<file path="config.mk">
export PLATFORM = sky130hd
export DESIGN_NAME = qirq_ctrl
export DESIGN_NICKNAME = d
export VERILOG_FILES = /design/src/rtl/qirq_pkg.sv /design/src/rtl/qirq_cond_select.sv /design/src/rtl/qirq_regs.sv /design/src/rtl/qirq_status.sv /design/src/rtl/qirq_ctrl.sv
export SDC_FILE = /design/constraint.sdc
export NUM_CORES = 1
export LEC_CHECK = 0
export ABC_CLOCK_PERIOD_IN_PS = 1800
export BUFFER_PORTS_ARGS = -buffer_cell sky130_fd_sc_hd__buf_2
export CAP_MARGIN = 5
export CORE_AREA = 2 2 145 147
export CTS_BUF_LIST = sky130_fd_sc_hd__clkbuf_8 sky130_fd_sc_hd__clkbuf_16
export DETAILED_ROUTE_END_ITERATION = 7
export DIE_AREA = 0 0 147 149
export GPL_TIMING_DRIVEN = 0
export PLACE_DENSITY = 0.85
export REMOVE_ABC_BUFFERS = 1
export SETUP_SLACK_MARGIN = 0.5
export SLEW_MARGIN = 30
export SYNTH_ARGS = -nofsm -noshare
export SYNTH_HDL_FRONTEND = slang
export SYNTH_HIERARCHICAL = 1
export SYNTH_SLANG_ARGS = --single-unit
</file>
<file path="constraint.sdc">
create_clock -name clk -period 1.8 [get_ports clk]
set_input_delay 0.36 -clock clk [delete_from_list [all_inputs] [get_ports clk]]
set_output_delay 0.36 -clock clk [all_outputs]
set_load 0.05 [all_outputs]
</file>
<file path="src/rtl/qirq_pkg.sv">
package qirq_pkg;

  localparam int DATA_W        = 32;
  localparam int CODE_W        = 3;
  localparam int SLOT_W        = 4;
  localparam int SLOTS_PER_REG = DATA_W / SLOT_W;

  // Condition selector; bit 2 inverts the level picked by bits 1:0.
  typedef enum logic [CODE_W-1:0] {
    SRC_EMPTY      = 3'd0,
    SRC_NEAR_EMPTY = 3'd1,
    SRC_NEAR_FULL  = 3'd2,
    SRC_FULL       = 3'd3,
    SRC_NOT_EMPTY  = 3'd4,
    SRC_NOT_NEMPTY = 3'd5,
    SRC_NOT_NFULL  = 3'd6,
    SRC_NOT_FULL   = 3'd7
  } src_code_e;

  // Reserved (top) bit of every 4-bit slot.
  localparam logic [DATA_W-1:0] SLOT_RSV_MASK = {SLOTS_PER_REG{4'b1000}};

endpackage

</file>
<file path="src/rtl/qirq_cond_select.sv">
module qirq_cond_select
  import qirq_pkg::*;
#(
  parameter int NUM_Q = 32
) (
  input  logic                           clk,
  input  logic                           rst_n,
  input  logic [NUM_Q-1:0][CODE_W-1:0]   code,
  input  logic [NUM_Q-1:0]               q_empty,
  input  logic [NUM_Q-1:0]               q_near_empty,
  input  logic [NUM_Q-1:0]               q_near_full,
  input  logic [NUM_Q-1:0]               q_full,
  output logic [NUM_Q-1:0]               rise
);

  generate
    for (genvar q = 0; q < NUM_Q; q++) begin : g_q
      logic base_lvl;
      logic sel_lvl;
      logic prev_lvl;

      always_comb begin
        case (src_code_e'({1'b0, code[q][1:0]}))
          SRC_EMPTY:      base_lvl = q_empty[q];
          SRC_NEAR_EMPTY: base_lvl = q_near_empty[q];
          SRC_NEAR_FULL:  base_lvl = q_near_full[q];
          default:        base_lvl = q_full[q];
        endcase
      end

      assign sel_lvl = base_lvl ^ code[q][2];

      // Seeded high so a level already asserted at reset exit is no edge.
      always_ff @(posedge clk or negedge rst_n) begin
        if (!rst_n) prev_lvl <= 1'b1;
        else        prev_lvl <= sel_lvl;
      end

      assign rise[q] = sel_lvl & ~prev_lvl;
    end
  endgenerate

endmodule

</file>
<file path="src/rtl/qirq_regs.sv">
module qirq_regs
  import qirq_pkg::*;
#(
  parameter int NUM_Q  = 32,
  parameter int ADDR_W = 3
) (
  input  logic                          clk,
  input  logic                          rst_n,
  input  logic [ADDR_W-1:0]             bus_addr,
  input  logic                          bus_wr,
  input  logic [DATA_W-1:0]             bus_wdata,
  input  logic                          bus_rd,
  output logic [DATA_W-1:0]             bus_rdata,
  input  logic [NUM_Q-1:0]              status,
  output logic [NUM_Q-1:0][CODE_W-1:0]  code,
  output logic [NUM_Q-1:0]              enable,
  output logic [NUM_Q-1:0]              clr
);

  localparam int NSEL       = NUM_Q / SLOTS_PER_REG;
  localparam int STATUS_IDX = NSEL;
  localparam int ENABLE_IDX = NSEL + 1;

  logic [NUM_Q-1:0][CODE_W-1:0] code_q;
  logic [NUM_Q-1:0]             enable_q;
  logic [DATA_W-1:0]            rd_mux;
  logic                         hit_status;
  logic                         hit_enable;

  assign hit_status = (bus_addr == ADDR_W'(STATUS_IDX));
  assign hit_enable = (bus_addr == ADDR_W'(ENABLE_IDX));

  // One write port per source-select word.
  generate
    for (genvar r = 0; r < NSEL; r++) begin : g_sel
      for (genvar s = 0; s < SLOTS_PER_REG; s++) begin : g_slot
        always_ff @(posedge clk or negedge rst_n) begin
          if (!rst_n) begin
            code_q[r*SLOTS_PER_REG+s] <= '0;
          end else if (bus_wr && bus_addr == ADDR_W'(r)) begin
            code_q[r*SLOTS_PER_REG+s] <= bus_wdata[s*SLOT_W +: CODE_W];
          end
        end
      end
    end
  endgenerate

  always_ff @(posedge clk or negedge rst_n) begin
    if (!rst_n)                   enable_q <= '0;
    else if (bus_wr && hit_enable) enable_q <= bus_wdata[NUM_Q-1:0];
  end

  // Clear request: explicit write-one-to-clear, or an enable bit dropping.
  always_comb begin
    clr = '0;
    if (bus_wr && hit_status) clr = bus_wdata[NUM_Q-1:0];
    if (bus_wr && hit_enable) clr = enable_q & ~bus_wdata[NUM_Q-1:0];
  end

  always_comb begin
    rd_mux = '0;
    for (int r = 0; r < NSEL; r++) begin
      if (bus_addr == ADDR_W'(r)) begin
        for (int s = 0; s < SLOTS_PER_REG; s++) begin
          rd_mux[s*SLOT_W +: CODE_W] = code_q[r*SLOTS_PER_REG+s];
        end
      end
    end
    if (hit_status) rd_mux[NUM_Q-1:0] = status;
    if (hit_enable) rd_mux[NUM_Q-1:0] = enable_q;
  end

  always_ff @(posedge clk or negedge rst_n) begin
    if (!rst_n)      bus_rdata <= '0;
    else if (bus_rd) bus_rdata <= rd_mux;
  end

  assign code   = code_q;
  assign enable = enable_q;

endmodule

</file>
<file path="src/rtl/qirq_status.sv">
module qirq_status #(
  parameter int NUM_Q = 32
) (
  input  logic             clk,
  input  logic             rst_n,
  input  logic [NUM_Q-1:0] rise,
  input  logic [NUM_Q-1:0] clr,
  input  logic [NUM_Q-1:0] enable,
  output logic [NUM_Q-1:0] status,
  output logic             irq
);

  logic [NUM_Q-1:0] status_q;
  logic             irq_q;

  always_ff @(posedge clk or negedge rst_n) begin
    if (!rst_n) begin
      status_q <= '0;
      irq_q    <= 1'b0;
    end else begin
      // Set term applied after the clear term: a same-cycle edge survives.
      status_q <= (status_q & ~clr) | rise;
      irq_q    <= |(status_q & enable);
    end
  end

  assign status = status_q;
  assign irq    = irq_q;

endmodule

</file>
<file path="src/rtl/qirq_ctrl.sv">
module qirq_ctrl
  import qirq_pkg::*;
#(
  parameter int NUM_Q  = 32,
  parameter int ADDR_W = 3
) (
  input  logic              clk,
  input  logic              rst_n,
  input  logic [ADDR_W-1:0] bus_addr,
  input  logic              bus_wr,
  input  logic [31:0]       bus_wdata,
  input  logic              bus_rd,
  output logic [31:0]       bus_rdata,
  input  logic [NUM_Q-1:0]  q_empty,
  input  logic [NUM_Q-1:0]  q_near_empty,
  input  logic [NUM_Q-1:0]  q_near_full,
  input  logic [NUM_Q-1:0]  q_full,
  output logic              irq
);

  logic [NUM_Q-1:0][CODE_W-1:0] code_vec;
  logic [NUM_Q-1:0]             rise_vec;
  logic [NUM_Q-1:0]             clr_vec;
  logic [NUM_Q-1:0]             enable_vec;
  logic [NUM_Q-1:0]             status_vec;

  qirq_cond_select #(.NUM_Q(NUM_Q)) u_cond (
    .clk          (clk),
    .rst_n        (rst_n),
    .code         (code_vec),
    .q_empty      (q_empty),
    .q_near_empty (q_near_empty),
    .q_near_full  (q_near_full),
    .q_full       (q_full),
    .rise         (rise_vec)
  );

  qirq_regs #(.NUM_Q(NUM_Q), .ADDR_W(ADDR_W)) u_regs (
    .clk       (clk),
    .rst_n     (rst_n),
    .bus_addr  (bus_addr),
    .bus_wr    (bus_wr),
    .bus_wdata (bus_wdata),
    .bus_rd    (bus_rd),
    .bus_rdata (bus_rdata),
    .status    (status_vec),
    .code      (code_vec),
    .enable    (enable_vec),
    .clr       (clr_vec)
  );

  qirq_status #(.NUM_Q(NUM_Q)) u_status (
    .clk    (clk),
    .rst_n  (rst_n),
    .rise   (rise_vec),
    .clr    (clr_vec),
    .enable (enable_vec),
    .status (status_vec),
    .irq    (irq)
  );

endmodule

</file>
# After elaboration in Yosys (flattened, before gate mapping)
# Cells that the tools add are included.
dict set report word_totals {
  ff_bits 225
  word_cells 347
}
dict set report classes {
  n_eq_ne 69
  n_mux 68
  n_bitwise 102
  reduce_logical 40
}
# op n
set ops {}
lappend ops {{32-bit 2-to-1 mux} 4}
lappend ops {{32-bit bitwise AND} 3}
lappend ops {{3-bit 2-to-1 mux} 32}
lappend ops {{1-bit one-hot mux with 3 select lines} 32}
lappend ops {{2-bit by 1-bit == test with 1-bit output (second input constant)} 32}
lappend ops {{2-bit == test (second input constant)} 32}
lappend ops {{2-bit zero test} 32}
lappend ops {{32-bit NOT} 2}
lappend ops {{1-bit bitwise AND} 32}
lappend ops {{1-bit NOT} 32}
lappend ops {{32-bit bitwise OR} 1}
lappend ops {{32-bit OR reduction} 1}
lappend ops {{1-bit bitwise XOR} 32}
lappend ops {{3-bit by 2-bit == test with 1-bit output (second input constant)} 2}
lappend ops {{3-bit == test (second input constant)} 2}
lappend ops {{1-bit logical AND} 6}
lappend ops {{3-bit by 1-bit == test with 1-bit output (second input constant)} 1}
lappend ops {{3-bit zero test} 1}

# Longest topological paths before layout
dict set report logic_depth {
  word_depth 7
  depth_mapped 8
}

# Modules after synthesis
# The synthesis kept the hierarchy.
# mod n_inst cells_per_inst area_per_inst_um2 seq_area_each_um2
set by_module_without_submodules {}
lappend by_module_without_submodules {qirq_regs 1 728 7780.0 4003.8}
lappend by_module_without_submodules {qirq_cond_select 1 128 2282.2 840.8}
lappend by_module_without_submodules {qirq_status 1 118 1350.0 825.8}

# Least setup slack after synthesis
# No wires, ideal clock.
dict set report synth_timing {
  path_kind {input-to-reg}
  startpoint {input port bus_addr[0]}
  endpoint {register u_status.status_q[3], in the netlist u_status/status[3]}
  setup_time_ns 0.119
  arrival_ns 1.456
  t_required_ns 1.681
  path_slack_ns 0.225
  cell_stages 8
  cell_sequence {buf_2 and4b_1 buf_2 buf_2 nand2_1 o21ai_0 inv_1 a21o_2}
}
dict set report synth_via {
  elab_chain_len 7
  elab_cells_between_ends 9
  cone_classes {eq/ne (2); mux (2); bitwise (3); reduce/logical (2)}
}
# element line
set synth_rtl {}
lappend synth_rtl {{start, declared} qirq_ctrl.sv:9} ;# input logic [ADDR_W-1:0] bus_addr,
lappend synth_rtl {{3-bit == test} qirq_regs.sv:30} ;# assign hit_status = (bus_addr == ADDR_W'(STATUS_IDX));
lappend synth_rtl {{1-bit logical AND} qirq_regs.sv:56} ;# if (bus_wr && hit_status) clr = bus_wdata[NUM_Q-1:0];
lappend synth_rtl {{32-bit 2-to-1 mux} qirq_regs.sv:56}
lappend synth_rtl {{32-bit 2-to-1 mux *} qirq_regs.sv:57} ;# if (bus_wr && hit_enable) clr = enable_q & ~bus_wdata[NUM_Q-1:0];
lappend synth_rtl {{named net clr_vec[3]} qirq_ctrl.sv:23} ;# logic [NUM_Q-1:0] clr_vec;
lappend synth_rtl {{32-bit NOT *} qirq_status.sv:22} ;# status_q <= (status_q & ~clr) | rise;
lappend synth_rtl {{32-bit bitwise AND *} qirq_status.sv:22}
lappend synth_rtl {{32-bit bitwise OR *} qirq_status.sv:22}
lappend synth_rtl {{end signal, assigned} qirq_status.sv:22}
lappend synth_rtl {{end, declared} qirq_status.sv:13} ;# logic [NUM_Q-1:0] status_q;
# Mark *: on every way through the listed nets, which the timed path passes. The rest lies on a longest branch.
# A chain may end at the register's enable or synchronous reset.

# Final worst setup path
dict set report layout_timing {
  startpoint {register u_regs.code_q, in the netlist u_regs/code[66]}
  endpoint {register u_status.status_q[22], in the netlist u_status/status[22]}
}
dict set report layout_via {
  elab_chain_len 5
  elab_cells_between_ends 7
  cone_classes {eq/ne (2); mux (1); bitwise (3); reduce/logical (1)}
}
# element line
set layout_rtl {}
lappend layout_rtl {{start, declared} qirq_regs.sv:24} ;# logic [NUM_Q-1:0][CODE_W-1:0] code_q;
lappend layout_rtl {{start signal, assigned by index} qirq_regs.sv:41} ;# code_q[r*SLOTS_PER_REG+s] <= bus_wdata[s*SLOT_W +: CODE_W];
lappend layout_rtl {{2-bit == test (tied with other cells)} qirq_cond_select.sv:23} ;# case (src_code_e'({1'b0, code[q][1:0]}))
lappend layout_rtl {{1-bit one-hot mux with 3 select lines *} qirq_cond_select.sv:23}
lappend layout_rtl {{1-bit bitwise XOR *} qirq_cond_select.sv:31} ;# assign sel_lvl = base_lvl ^ code[q][2];
lappend layout_rtl {{named net u_cond.g_q[22].sel_lvl} qirq_cond_select.sv:19} ;# logic sel_lvl;
lappend layout_rtl {{1-bit bitwise AND *} qirq_cond_select.sv:39} ;# assign rise[q] = sel_lvl & ~prev_lvl;
lappend layout_rtl {{named net rise_vec[22]} qirq_ctrl.sv:22} ;# logic [NUM_Q-1:0] rise_vec;
lappend layout_rtl {{32-bit bitwise OR *} qirq_status.sv:22}
# Marks and branches as above.

==> impl_metrics.py <==
metrics = {
    "hold_path": {
        "hold_path_class": "input pin to flip-flop",
        "hold_depth": 3,
    },
    "global_routing": {
        "track_usage_pct": 30.4,
        "antenna_found_initial": 1,
        "grt_start_max_net_pins": 86,
        "grt_pass1_vias": 9333,
        "grt_pass1_wl_um": 51700,
        "gr-total-overflow": 0,
    },
    "floorplan": {
        "dieArea_um2": 21900,
        "die_w_um": 147,
        "rows": 53,
        "die_h_um": 149,
        "initial_core_util_pct": 55.5,
        "core-area_um2": 20600,
        "io_pins": 200,
    },
    "pwr": {
        "netSwitchingPower_mw": 5.48,
        "internal_power_mw": 12.2,
        "ir_drop_uv": 777,
        "power_frac_comb_pct": 28.5,
        "seq_power_share_pct": 44.6,
        "powerDensity_nw_per_um2": 1210,
        "total_power_mw": 17.7,
        "power_frac_clock_pct": 26.9,
        "p_leak_nw": 6.54,
        "switching_share_pct": 31.0,
    },
    "sta": {
        "finalCriticalPeriod_ps": 1560,
        "hold_viol_final": 0,
        "fin_crit_sh_pct": 86.9,
        "rsz0062_at_grt": "true",
        "max_freq_mhz": 639,
        "drv_slew": 0,
        "skew_ps": 18.8,
        "relSlewSlack_pct": 62.2,
        "finalSetupViolations": 0,
        "tightest_slew_ps": 568,
    },
    "final_layout": {
        "area_delta_synth_final_pct": 28.3,
        "fin_util_pct": 71.2,
        "fill_cells": 1341,
        "regArea_um2": 5670,
        "drive_gt1_share_pct": 48.0,
        "finalNetCount": 1412,
        "multi_input_area_um2": 5600,
    },
    "worst_setup_path": {
        "reg2regPathDepth": 4,
        "critical_path.endpoint": "u_status/status[22]$_DFF_PN0_",
        "crit_start": "u_regs/code[66]$_DFFE_PN0P_",
        "critical-path-max-stage-delay_ps": 580,
        "rr_startpoint": "u_regs/code[66]$_DFFE_PN0P_",
        "regToRegEndpoint": "u_status/status[22]$_DFF_PN0_",
        "crit_required_ps": 2200,
        "crit_fanout": 2,
        "worstPathCellList": "mux4_2, xor2_2, nor2b_4, a21o_1",
        "worst_path_max_delay_cell": "mux4_2",
        "r2r_setup_slack_ps": 240,
        "startpoint_type": "flip-flop",
        "crit_type": "flip-flop to flip-flop",
        "arrival_ps": 1970,
        "end_kind": "flip-flop",
    },
    "logic_synthesis": {
        "ys_ff_latch": 225,
        "postSynth.asyncResetShare_pct": 100,
        "synth_flop_cell": "dfrtp_1",
        "syn_area_um2": 11400,
        "synth_edf_count": 0,
        "yosysSeqAreaShare_pct": 49.7,
        "syn_area_per_cell_um2": 11.7,
        "yosysUniqueCellTypes": 39,
        "yosys_warnings": 6,
        "syn_inst": 974,
    },
    "placed_design": {
        "numPortBuffers": 199,
        "globalplace.congestion": 0.783,
        "dpl.hpwl_um": 20100,
    },
    "route": {
        "dr.pass1.iters": 5,
        "drc_errors": 0,
        "wl_um": 34800,
        "vias_per_cell": 5.99,
        "wl_per_cell_um": 22.6,
        "drtAntennaViolNets": 0,
        "vias": 9219,
        "first_iter_violations": 710,
    },
    "clock_network": {
        "cts_max_level": 1,
        "cts_buffers": 24,
        "cts_root_buf": "clkbuf_16",
        "clkTransAtPathRegs_ps": 60,
        "cts.path.max_buffers": 3,
        "cts_tree": "yes",
        "clkLatencyLatePin_ps": 520,
        "clkSinkCount": 225,
    },
    "outcome": {
        "status": "finished clean",
    },
    "run": {
        "max_cap_viol_count": 0,
    },
}
## cell families after synthesis
kind of cell | synth area share (%)
XOR/XNOR | 2.46
AO/OA/AOI/OAI | 9.35
AND/OR/NAND/NOR | 13.1
buffers and inverters | 4.18
multiplexers | 21.2
flip-flops | 49.7
## flip-flops by register name (all words and copies together) (netlist names)
register	flops
u_cond/g_q.prev_lvl	32
u_regs/bus_rdata	32
u_regs/code	96
u_regs/enable	32
u_status/irq	1
u_status/status	32
## how the worst min path moves through the flow
stage,from,endpoint
6_report,bus_wdata[3],u_regs/enable[3]$_DFFE_PN0N_
5_1_grt,bus_wdata[3],u_regs/enable[3]$_DFFE_PN0N_
4_1_cts,bus_wdata[23],u_regs/enable[23]$_DFFE_PN0N_
3_5_place_dp,rst_n,u_regs/code[32]$_DFFE_PN0P_
3_3_place_gp,u_regs/code[92]$_DFFE_PN0P_,u_cond/g_q[30].prev_lvl$_DFF_PN1_
2_1_floorplan,rst_n,u_regs/bus_rdata[0]$_DFFE_PN0P_
## critical path, delay by kind of cell (launching register included)
kind,cells,cell delay [ps]
mux,1,580
compound gates,1,140
xor+xnor,1,200
simple gates,1,140
flops,1,380
## layout make-up
class | instances | share of cell area, %
clock buffer | 28 | 4.56
antenna | 1 | 0.0171
tap | 275 | 2.35
inverter | 40 | 1.03
timing repair buffer | 290 | 14.4
multi-input combinational | 664 | 38.3
clock inverter | 16 | 0.615
sequential | 225 | 38.8
## routing by layer
metal	up-vias	GRT usage, %	wire length [um]
met1	4658	39.2	13300
met2	502	51.2	17100
met5	-	0	0
li1	3949	-	-
met3	110	5.11	2810
met4	0	13.3	1570
## cells in the mapped netlist (all sizes together), types with 3 or more instances
cell    count  share of area [%]
inv        40                1.3
nand4b      3               0.42
o21ai      32                1.4
a22oi      16                1.1
a31oi      23                1.3
buf        46                2.7
dfrtp     193                 42
o21a       23                1.5
mux4       32                6.3
xor2       32                2.5
o22ai      31                1.7
nand4       4               0.22
dfstp      32                7.4
clkbuf      5               0.16
and4bb      3               0.33
a21o       32                2.1
nor2       25               0.82
nand2     206                6.8
mux2i       8               0.70
nor2b      34                4.0
mux2      144                 14
## power by group through the flow
stage | Sequential [mW] | Clock [mW] | Combinational (mW)
finish | 7.87 | 4.76 | 5.05
global route | 8.02 | 5.01 | 5.35
CTS | 7.81 | 4.78 | 4.67
floorplan | 7.87 | 0 | 2.61
global placement | 7.78 | 0 | 3.90
detailed placement | 7.87 | 0 | 4.07
## timing repair
action / in CTS / in global routing
setup buffers: 47 / 31
resized for setup: 87 / 27
setup endpoints to repair: 204 / 316
gates cloned: 3 / 3
pin swaps: 9 / 4
hold endpoints to repair: 63 / 0
hold buffers: 1 / 0
## metrics by stage
step	cell area (um^2)	setup slack, ps	hold slack, ps	setup TNS [ps]	instances
finish	14600	236	63.1	0	1539
CTS	14200	259	49.3	0	1504
global route	14600	196	81.3	0	1539
detailed placement	12700	-443	367	-46460	1409
global placement	12400	-3470	455	-1136390	1397
floorplan	11100	-431	64.4	-15320	923
## cell usage in the layout, fill, tap and decap left out, drive strengths merged, types with 2 or more instances in the layout
master and count:
a21o 32, a21oi 2, a22oi 16, a31oi 23, and4b 2, and4bb 6
buf 286, clkbuf 31, clkinv 3, dfrtp 193, dfstp 32, inv 52
mux2 144, mux2i 8, mux4 32, nand2 206, nand4 4, nand4b 5
nor2 25, nor2b 34, o21a 23, o21ai 32, o22ai 31, xor2 32
Power figures use the tool's default switching activity.
